File: src/rtl/lp_mode_pkg.sv
package lp_mode_pkg;
  typedef enum logic [2:0] {
    CMD_NOP, CMD_MRS, CMD_EMRS, CMD_REF, CMD_PRE, CMD_BST
  } cmd_e;

  typedef enum logic [2:0] {
    SEL_PD, SEL_SR, SEL_MRD, SEL_INIT, SEL_GAP
  } cntSel_e;

  typedef struct packed {
    cmd_e    cmd;
    logic    ckeLow;
    logic    capPasr;
    logic    loadCnt;
    cntSel_e cntSel;
    logic    cntDec;
  } strobe_t;

  localparam logic [1:0] MODE_PD  = 2'b00;
  localparam logic [1:0] MODE_SR  = 2'b01;
  localparam logic [1:0] MODE_DPD = 2'b10;
endpackage

File: src/rtl/lp_mode_ctrl.sv
module lp_mode_ctrl
  import lp_mode_pkg::*;
(
  input  logic       clk,
  input  logic       rstN,
  input  logic       sleepReq,
  input  logic [1:0] sleepMode,
  input  logic       wakeReq,
  input  logic       allBanksIdle,
  input  logic       cntZero,
  output strobe_t    strobes,
  output logic       ready,
  output logic       activePd
);
  localparam int STEPS = 5;

  typedef enum logic [3:0] {
    ST_READY, ST_PD, ST_SR_EMR, ST_SR_GAP, ST_SR_IN, ST_SR_SLEEP,
    ST_DPD_IN, ST_DPD_SLEEP, ST_EXIT, ST_DPD_WAKE, ST_INIT_CMD, ST_INIT_GAP
  } state_e;

  state_e stateQ, stateD;
  logic [2:0] stepQ, stepD;
  logic activePdQ, activePdD;

  always_ff @(posedge clk or negedge rstN) begin
    if (!rstN) begin
      stateQ    <= ST_READY;
      stepQ     <= '0;
      activePdQ <= 1'b0;
    end else begin
      stateQ    <= stateD;
      stepQ     <= stepD;
      activePdQ <= activePdD;
    end
  end

  always_comb begin
    stateD    = stateQ;
    stepD     = stepQ;
    activePdD = activePdQ;
    strobes   = '{cmd: CMD_NOP, ckeLow: 1'b0, capPasr: 1'b0, loadCnt: 1'b0,
                  cntSel: SEL_PD, cntDec: 1'b0};
    case (stateQ)
      ST_READY: if (sleepReq) begin
        if (sleepMode == MODE_PD) begin
          stateD    = ST_PD;
          activePdD = !allBanksIdle;
        end else if (sleepMode == MODE_SR && allBanksIdle) begin
          stateD          = ST_SR_EMR;
          strobes.capPasr = 1'b1;
        end else if (sleepMode == MODE_DPD && allBanksIdle) begin
          stateD = ST_DPD_IN;
        end
      end
      ST_PD: begin
        strobes.ckeLow = 1'b1;
        if (wakeReq) begin
          stateD          = ST_EXIT;
          strobes.loadCnt = 1'b1;
          strobes.cntSel  = SEL_PD;
        end
      end
      ST_SR_EMR: begin
        strobes.cmd     = CMD_EMRS;
        strobes.loadCnt = 1'b1;
        strobes.cntSel  = SEL_MRD;
        stateD          = ST_SR_GAP;
      end
      ST_SR_GAP: if (cntZero) stateD = ST_SR_IN; else strobes.cntDec = 1'b1;
      ST_SR_IN: begin
        strobes.ckeLow = 1'b1;
        strobes.cmd    = CMD_REF;
        stateD         = ST_SR_SLEEP;
      end
      ST_SR_SLEEP: begin
        strobes.ckeLow = 1'b1;
        if (wakeReq) begin
          stateD          = ST_EXIT;
          strobes.loadCnt = 1'b1;
          strobes.cntSel  = SEL_SR;
        end
      end
      ST_DPD_IN: begin
        strobes.ckeLow = 1'b1;
        strobes.cmd    = CMD_BST;
        stateD         = ST_DPD_SLEEP;
      end
      ST_DPD_SLEEP: begin
        strobes.ckeLow = 1'b1;
        if (wakeReq) begin
          stateD          = ST_DPD_WAKE;
          strobes.loadCnt = 1'b1;
          strobes.cntSel  = SEL_INIT;
        end
      end
      ST_EXIT: if (cntZero) stateD = ST_READY; else strobes.cntDec = 1'b1;
      ST_DPD_WAKE: if (cntZero) begin
        stateD = ST_INIT_CMD;
        stepD  = '0;
      end else strobes.cntDec = 1'b1;
      ST_INIT_CMD: begin
        case (stepQ)
          3'd0:         strobes.cmd = CMD_PRE;
          3'd1, 3'd2:   strobes.cmd = CMD_REF;
          3'd3:         strobes.cmd = CMD_MRS;
          default:      strobes.cmd = CMD_EMRS;
        endcase
        strobes.loadCnt = 1'b1;
        strobes.cntSel  = SEL_GAP;
        stateD          = ST_INIT_GAP;
      end
      ST_INIT_GAP: if (cntZero) begin
        if (stepQ == 3'(STEPS - 1)) stateD = ST_READY;
        else begin
          stateD = ST_INIT_CMD;
          stepD  = stepQ + 3'd1;
        end
      end else strobes.cntDec = 1'b1;
      default: stateD = ST_READY;
    endcase
  end

  assign ready    = (stateQ == ST_READY);
  assign activePd = activePdQ;

  // refused entries leave the manager ready
  assert_busy_refused_R8: assert property (@(posedge clk) disable iff (!rstN)
    (stateQ == ST_READY && sleepReq && sleepMode != MODE_PD && !allBanksIdle) |=> ready);

  // a wake in power-down always starts the exit wait
  assert_pd_wake_R3: assert property (@(posedge clk) disable iff (!rstN)
    (stateQ == ST_PD && wakeReq) |=> (stateQ == ST_EXIT));

  // the final init gap leads straight to ready
  assert_init_done_R9: assert property (@(posedge clk) disable iff (!rstN)
    (stateQ == ST_INIT_GAP && cntZero && stepQ == 3'(STEPS - 1)) |=> ready);
endmodule

File: src/rtl/lp_mode_dp.sv
module lp_mode_dp
  import lp_mode_pkg::*;
#(
  parameter int ADDR_W   = 13,
  parameter int CNT_W    = 16,
  parameter int EXIT_PD  = 2,
  parameter int EXIT_SR  = 16,
  parameter int MRD_CYC  = 2,
  parameter int INIT_CYC = 26700,
  parameter int GAP_CYC  = 10,
  parameter logic [ADDR_W-1:0] MODE_VAL = '0
) (
  input  logic              clk,
  input  logic              rstN,
  input  strobe_t           strobes,
  input  logic [2:0]        pasrCode,
  output logic              cntZero,
  output logic              cke,
  output logic              csN,
  output logic              rasN,
  output logic              casN,
  output logic              weN,
  output logic [1:0]        ba,
  output logic [ADDR_W-1:0] addr
);
  localparam int PRE_BIT = 10;

  logic [CNT_W-1:0] cntQ;
  logic [2:0] pasrQ;
  logic [2:0] pasrLegal;
  logic [CNT_W-1:0] loadVal;

  always_comb begin
    case (pasrCode)
      3'b000, 3'b001, 3'b010, 3'b101, 3'b110: pasrLegal = pasrCode;
      default:                                pasrLegal = 3'b000;
    endcase
  end

  always_comb begin
    case (strobes.cntSel)
      SEL_PD:   loadVal = CNT_W'(EXIT_PD - 1);
      SEL_SR:   loadVal = CNT_W'(EXIT_SR - 1);
      SEL_MRD:  loadVal = CNT_W'(MRD_CYC - 1);
      SEL_INIT: loadVal = CNT_W'(INIT_CYC - 1);
      default:  loadVal = CNT_W'(GAP_CYC - 1);
    endcase
  end

  always_ff @(posedge clk or negedge rstN) begin
    if (!rstN) begin
      cntQ  <= '0;
      pasrQ <= 3'b000;
    end else begin
      if (strobes.loadCnt)     cntQ <= loadVal;
      else if (strobes.cntDec) cntQ <= cntQ - 1'b1;
      if (strobes.capPasr)     pasrQ <= pasrLegal;
    end
  end

  assign cntZero = (cntQ == '0);

  always_comb begin
    {csN, rasN, casN, weN} = 4'b0111;
    ba   = 2'b00;
    addr = '0;
    case (strobes.cmd)
      CMD_MRS:  begin {csN, rasN, casN, weN} = 4'b0000; addr = MODE_VAL; end
      CMD_EMRS: begin {csN, rasN, casN, weN} = 4'b0000; ba = 2'b10; addr[2:0] = pasrQ; end
      CMD_REF:  {csN, rasN, casN, weN} = 4'b0001;
      CMD_PRE:  begin {csN, rasN, casN, weN} = 4'b0010; addr[PRE_BIT] = 1'b1; end
      CMD_BST:  {csN, rasN, casN, weN} = 4'b0110;
      default:  ;
    endcase
  end

  assign cke = !strobes.ckeLow;

  // exit windows never count below zero
  assert_no_underflow_R6: assert property (@(posedge clk) disable iff (!rstN)
    strobes.cntDec |-> !cntZero);

  // the stored partial-array code is always a legal one
  assert_pasr_legal_R5: assert property (@(posedge clk) disable iff (!rstN)
    (pasrQ != 3'b011 && pasrQ != 3'b100 && pasrQ != 3'b111));
endmodule

File: src/rtl/lp_mode_mgr.sv
module lp_mode_mgr
  import lp_mode_pkg::*;
#(
  parameter int ADDR_W   = 13,
  parameter int CNT_W    = 16,
  parameter int EXIT_PD  = 2,
  parameter int EXIT_SR  = 16,
  parameter int MRD_CYC  = 2,
  parameter int INIT_CYC = 26700,
  parameter int GAP_CYC  = 10,
  parameter logic [ADDR_W-1:0] MODE_VAL = 13'h0032
) (
  input  logic              clk,
  input  logic              rstN,
  input  logic              sleepReq,
  input  logic [1:0]        sleepMode,
  input  logic [2:0]        pasrCode,
  input  logic              wakeReq,
  input  logic              allBanksIdle,
  output logic              cke,
  output logic              csN,
  output logic              rasN,
  output logic              casN,
  output logic              weN,
  output logic [1:0]        ba,
  output logic [ADDR_W-1:0] addr,
  output logic              ready,
  output logic              activePd
);
  strobe_t strobes;
  logic cntZero;

  lp_mode_ctrl u_ctrl (
    .clk(clk), .rstN(rstN), .sleepReq(sleepReq), .sleepMode(sleepMode),
    .wakeReq(wakeReq), .allBanksIdle(allBanksIdle), .cntZero(cntZero),
    .strobes(strobes), .ready(ready), .activePd(activePd)
  );

  lp_mode_dp #(
    .ADDR_W(ADDR_W), .CNT_W(CNT_W), .EXIT_PD(EXIT_PD), .EXIT_SR(EXIT_SR),
    .MRD_CYC(MRD_CYC), .INIT_CYC(INIT_CYC), .GAP_CYC(GAP_CYC), .MODE_VAL(MODE_VAL)
  ) u_dp (
    .clk(clk), .rstN(rstN), .strobes(strobes), .pasrCode(pasrCode),
    .cntZero(cntZero), .cke(cke), .csN(csN), .rasN(rasN), .casN(casN),
    .weN(weN), .ba(ba), .addr(addr)
  );

  // ready is never shown with the clock enable low
  assert_ready_cke_R1: assert property (@(posedge clk) disable iff (!rstN)
    ready |-> cke);

  // burst terminate with cke low only follows all banks idle
  assert_dpd_idle_R7: assert property (@(posedge clk) disable iff (!rstN)
    ({csN, rasN, casN, weN} == 4'b0110 && !cke) |-> $past(allBanksIdle));
endmodule

File: config.mk
export PLATFORM = sky130hd
export DESIGN_NAME = lp_mode_mgr
export DESIGN_NICKNAME = d
export VERILOG_FILES = /design/src/rtl/lp_mode_pkg.sv /design/src/rtl/lp_mode_ctrl.sv /design/src/rtl/lp_mode_dp.sv /design/src/rtl/lp_mode_mgr.sv
export SDC_FILE = /design/constraint.sdc
export NUM_CORES = 1
export LEC_CHECK = 0
export CAP_MARGIN = 20
export CORE_MARGIN = 2
export CORE_UTILIZATION = 45
export CTS_CLUSTER_SIZE = 40
export DETAILED_ROUTE_END_ITERATION = 12
export GPL_ROUTABILITY_DRIVEN = 0
export PLACE_DENSITY = 0.73
export SLEW_MARGIN = 20
export SYNTH_ARGS = -nofsm -noshare
export SYNTH_HDL_FRONTEND = slang
export SYNTH_SLANG_ARGS = --single-unit
File: constraint.sdc
create_clock -name clk -period 4.48 [get_ports clk]
set_clock_uncertainty 0.2 [all_clocks]
set_input_delay 0.448 -clock clk [delete_from_list [all_inputs] [get_ports clk]]
set_output_delay 0.448 -clock clk [all_outputs]
set_load 0.02 [all_outputs]
==> run_results.csv <==
group,metric,value,unit
detailed_routing,wl_met3,261,µm
final_layout,final_cell_mix,"nor2_1 (30), dfrtp_1 (27), clkdlybuf4s50_1 (22)",
timing,fin_crit_sh,73.6,%
global_routing,grt_overflow,0,
flow_run,cap_violations,0,
timing,setup_ws,1.18,ns
clock_tree,clk_pin_slew_worst_paths,0.10,ns
place,pre_cts_slack,1.55,ns
power_and_ir_drop,seq_power_share,30.6,%
final_layout,utilization,52.1,%
final_layout,antenna_cells,0,
synthesis,seq_area_frac_synth,34.0,%
power_and_ir_drop,p_comb_share,59.8,%
clock_tree,clkLatencyLatePin,0.29,ns
synthesis,synth_edf_count,0,
power_and_ir_drop,switching_share,49.2,%
power_and_ir_drop,p_total,1.56,mW
clock_tree,clockBufferDepth,2,
worst_setup_path,path_max_fanout,4,
synthesis,avgSynthCellArea,8.38,µm²
final_layout,drive_above_1_share,6.69,%
synthesis,synthArstFlopShare,100,%
final_layout,final_area,0.00224,mm²
detailed_routing,wl_met1,2040,µm
floorplan,io_pins,32,
power_and_ir_drop,power_density,699,mW/mm²
detailed_routing,wl_met2,2070,µm
worst_setup_path,crit_type,"reg -> out",
worst_hold_path,min_path_cells,2,
worst_hold_path,hold_class,"reg -> reg",
clock_tree,htreeDepth,1,
synthesis,synth-main-ff-cell,"dfrtp_1",
timing,setup_viol,0,
timing,rsz0062_at_grt,"false",
worst_setup_path,cp-start-kind,"register",
run_status,status,"completed",
timing,fmax,303,MHz
worst_setup_path,r2r_cells,7,
clock_tree,cts_made_buffers,3,
timing,tns,0,ns
global_routing,antenna_found_initial,0,
power_and_ir_drop,peakVddDrop,0.000464,V
detailed_routing,viasPerCell,5.77,
power_and_ir_drop,p_switching,0.769,mW
clock_tree,ctsResizeCount,0,
timing,finalCriticalPeriod,3.30,ns
timing,hold_viol,0,
clock_tree,cts_setup_buffers,0,
floorplan,fp-row-count,24,
floorplan,die-area,0.00496,mm²
synthesis,ys_warn_count,0,
worst_setup_path,critPathRequiredTime,3.83,ns
detailed_routing,vias,1766,
worst_setup_path,critPathCaptureType,"output port",
detailed_routing,drt-pass1-iter-count,4,
clock_tree,root_buffer,"clkbuf_8",
final_layout,mostFrequentLayoutCell,"nor2_1",
detailed_routing,post-route-drc-count,0,
final_layout,synthToLayoutAreaGrowth,12.7,%
timing,worst_pin_slew,0.593,ns
place,postPlaceCellArea,0.00219,mm²
detailed_routing,top_layer_used,"met4",
place,hpwlAfterDp,3190,µm
global_routing,grt_max_degree,28,
floorplan,design.core.area,0.00429,mm²
global_routing,grtUsageTotal,18.2,%
power_and_ir_drop,p_clk_share,9.6,%
detailed_routing,wl,4440,µm
clock_tree,cts_hold_buf,0,
floorplan,die_h,70.5,µm
floorplan,start_util,46.3,%
timing,relSlewSlack,60.1,%
floorplan,die_w,70.5,µm
timing,drv_slew,0,
synthesis,ys_seq_elements,27,
power_and_ir_drop,p_leak,0.911,nW
synthesis,synth_area,0.00199,mm²
final_layout,fillers,408,
global_routing,grt_pass1_vias,1630,
place,portBuffers,22,
worst_setup_path,critPathArrivalTime,2.65,ns
final_layout,nets,271,
synthesis,synth_cells,237,
clock_tree,cts_tree,"done",
synthesis,synth_cell_types,57,
detailed_routing,ant_nets,0,
power_and_ir_drop,intPower,0.795,mW
clock_tree,clock-sinks,27,
detailed_routing,drtIter0Drc,174,
global_routing,grt_first_pass_wirelength,7400,µm
detailed_routing,routedWlPerCell,14.5,µm
## worst paths after layout
check,from,to,slack [ns]
setup / recovery,u_ctrl.stepQ[0],addr[1],1.18
hold / removal,u_dp.pasrQ[2],u_dp.pasrQ[2],0.28
min in group asynchronous,rstN,u_dp.cntQ[6],0.33
hold reg to reg,u_dp.pasrQ[2],u_dp.pasrQ[2],0.28
max in group asynchronous,rstN,u_ctrl.stateQ[2],3.48
setup reg to reg,u_dp.cntQ[0],u_ctrl.stateQ[2],1.95
## metal layers
| metal | vias up | global-route usage (%) |
|---|---|---|
| met5 | - | 0 |
| met1 | 824 | 24.5 |
| met3 | 9 | 4.18 |
| met4 | 0 | 5.13 |
| met2 | 56 | 29.1 |
| li1 | 877 | - |
## power groups by stage
stage                     clock (mW)  sequential (mW)  combinational, mW
after global routing           0.163            0.499               1.03
after global placement             0            0.481              0.923
after floorplan                    0            0.405              0.752
after CTS                      0.157            0.476              0.933
after detailed placement           0            0.480              0.926
final                          0.150            0.479              0.936
## critical path: stages (launching register included)
cell	delay [ns]
dfrtp_1	0.42
inv_1	0.11
ha_1	0.19
nor2b_1	0.22
o221ai_1	0.18
a22oi_1	0.22
nor2_1	0.10
o31ai_1	0.28
clkdlybuf4s50_1	0.65
## Yosys cell counts, drive strengths merged (2+ instances only)
cell | n | area (µm²)
xnor2 | 4 | 35.0
nor4 | 8 | 65.1
a311oi | 2 | 17.5
inv | 8 | 30.0
a21o | 2 | 16.3
o21ai | 16 | 80.1
nor2 | 30 | 113
and2 | 2 | 12.5
dfrtp | 27 | 676
a22oi | 3 | 22.5
ha | 6 | 75.1
a21oi | 12 | 60.1
xor2 | 5 | 43.8
o21a | 2 | 15.0
or4 | 3 | 26.3
or3 | 2 | 12.5
nand2 | 14 | 52.6
a31oi | 5 | 31.3
nand4 | 7 | 43.8
nor2b | 7 | 43.8
mux2 | 2 | 22.5
buf | 17 | 120
nor3 | 9 | 45.0
clkbuf | 2 | 7.51
o211ai | 2 | 15.0
or2 | 2 | 12.5
nand3 | 8 | 40.0
nand2b | 6 | 45.0
o22a | 2 | 18.8
o31ai | 3 | 22.5
## through the flow
| step | instances | hold WS (ns) |
|---|---|---|
| 4_1_cts | 306 | 0.295 |
| 3_3_place_gp | 302 | 0.257 |
| 6_report | 306 | 0.283 |
| 3_5_place_dp | 302 | 0.273 |
| 5_1_grt | 306 | 0.327 |
| 2_1_floorplan | 245 | -0.0476 |
## cells by family (layout without fill, tap and decap cells)
family                   after synthesis  count (layout)  share of synthesized area (%)
other                                  1               9                          0.189
flip-flops                            27              27                           34.0
multiplexers                           3               3                           1.64
adder cells (fa/ha/maj)                7               7                           4.28
XOR/XNOR                               9               9                           3.97
AO/OA/AOI/OAI                         58              58                           19.1
AND/OR/NAND/NOR                      105             105                           28.9
buffers and inverters                 27              36                           7.93
## registers in the layout (all words and copies together) (netlist names)
name,count
u_ctrl.activePd,1
u_ctrl.stateQ,4
u_ctrl.stepQ,3
u_dp.cntQ,16
u_dp.pasrQ,3
## cell type report
| cell class | count | area (µm²) | share of cell area (%) |
|---|---|---|---|
| sequential | 27 | 676 | 30.2 |
| clock buffer | 3 | 41.3 | 1.84 |
| tap | 52 | 65.1 | 2.91 |
| multi-input combinational | 191 | 1180 | 52.9 |
| inverter | 8 | 30.0 | 1.34 |
| timing repair buffer | 24 | 235 | 10.5 |
| clock inverter | 1 | 7.51 | 0.335 |
Note: power is estimated with default switching activity, not from simulation.
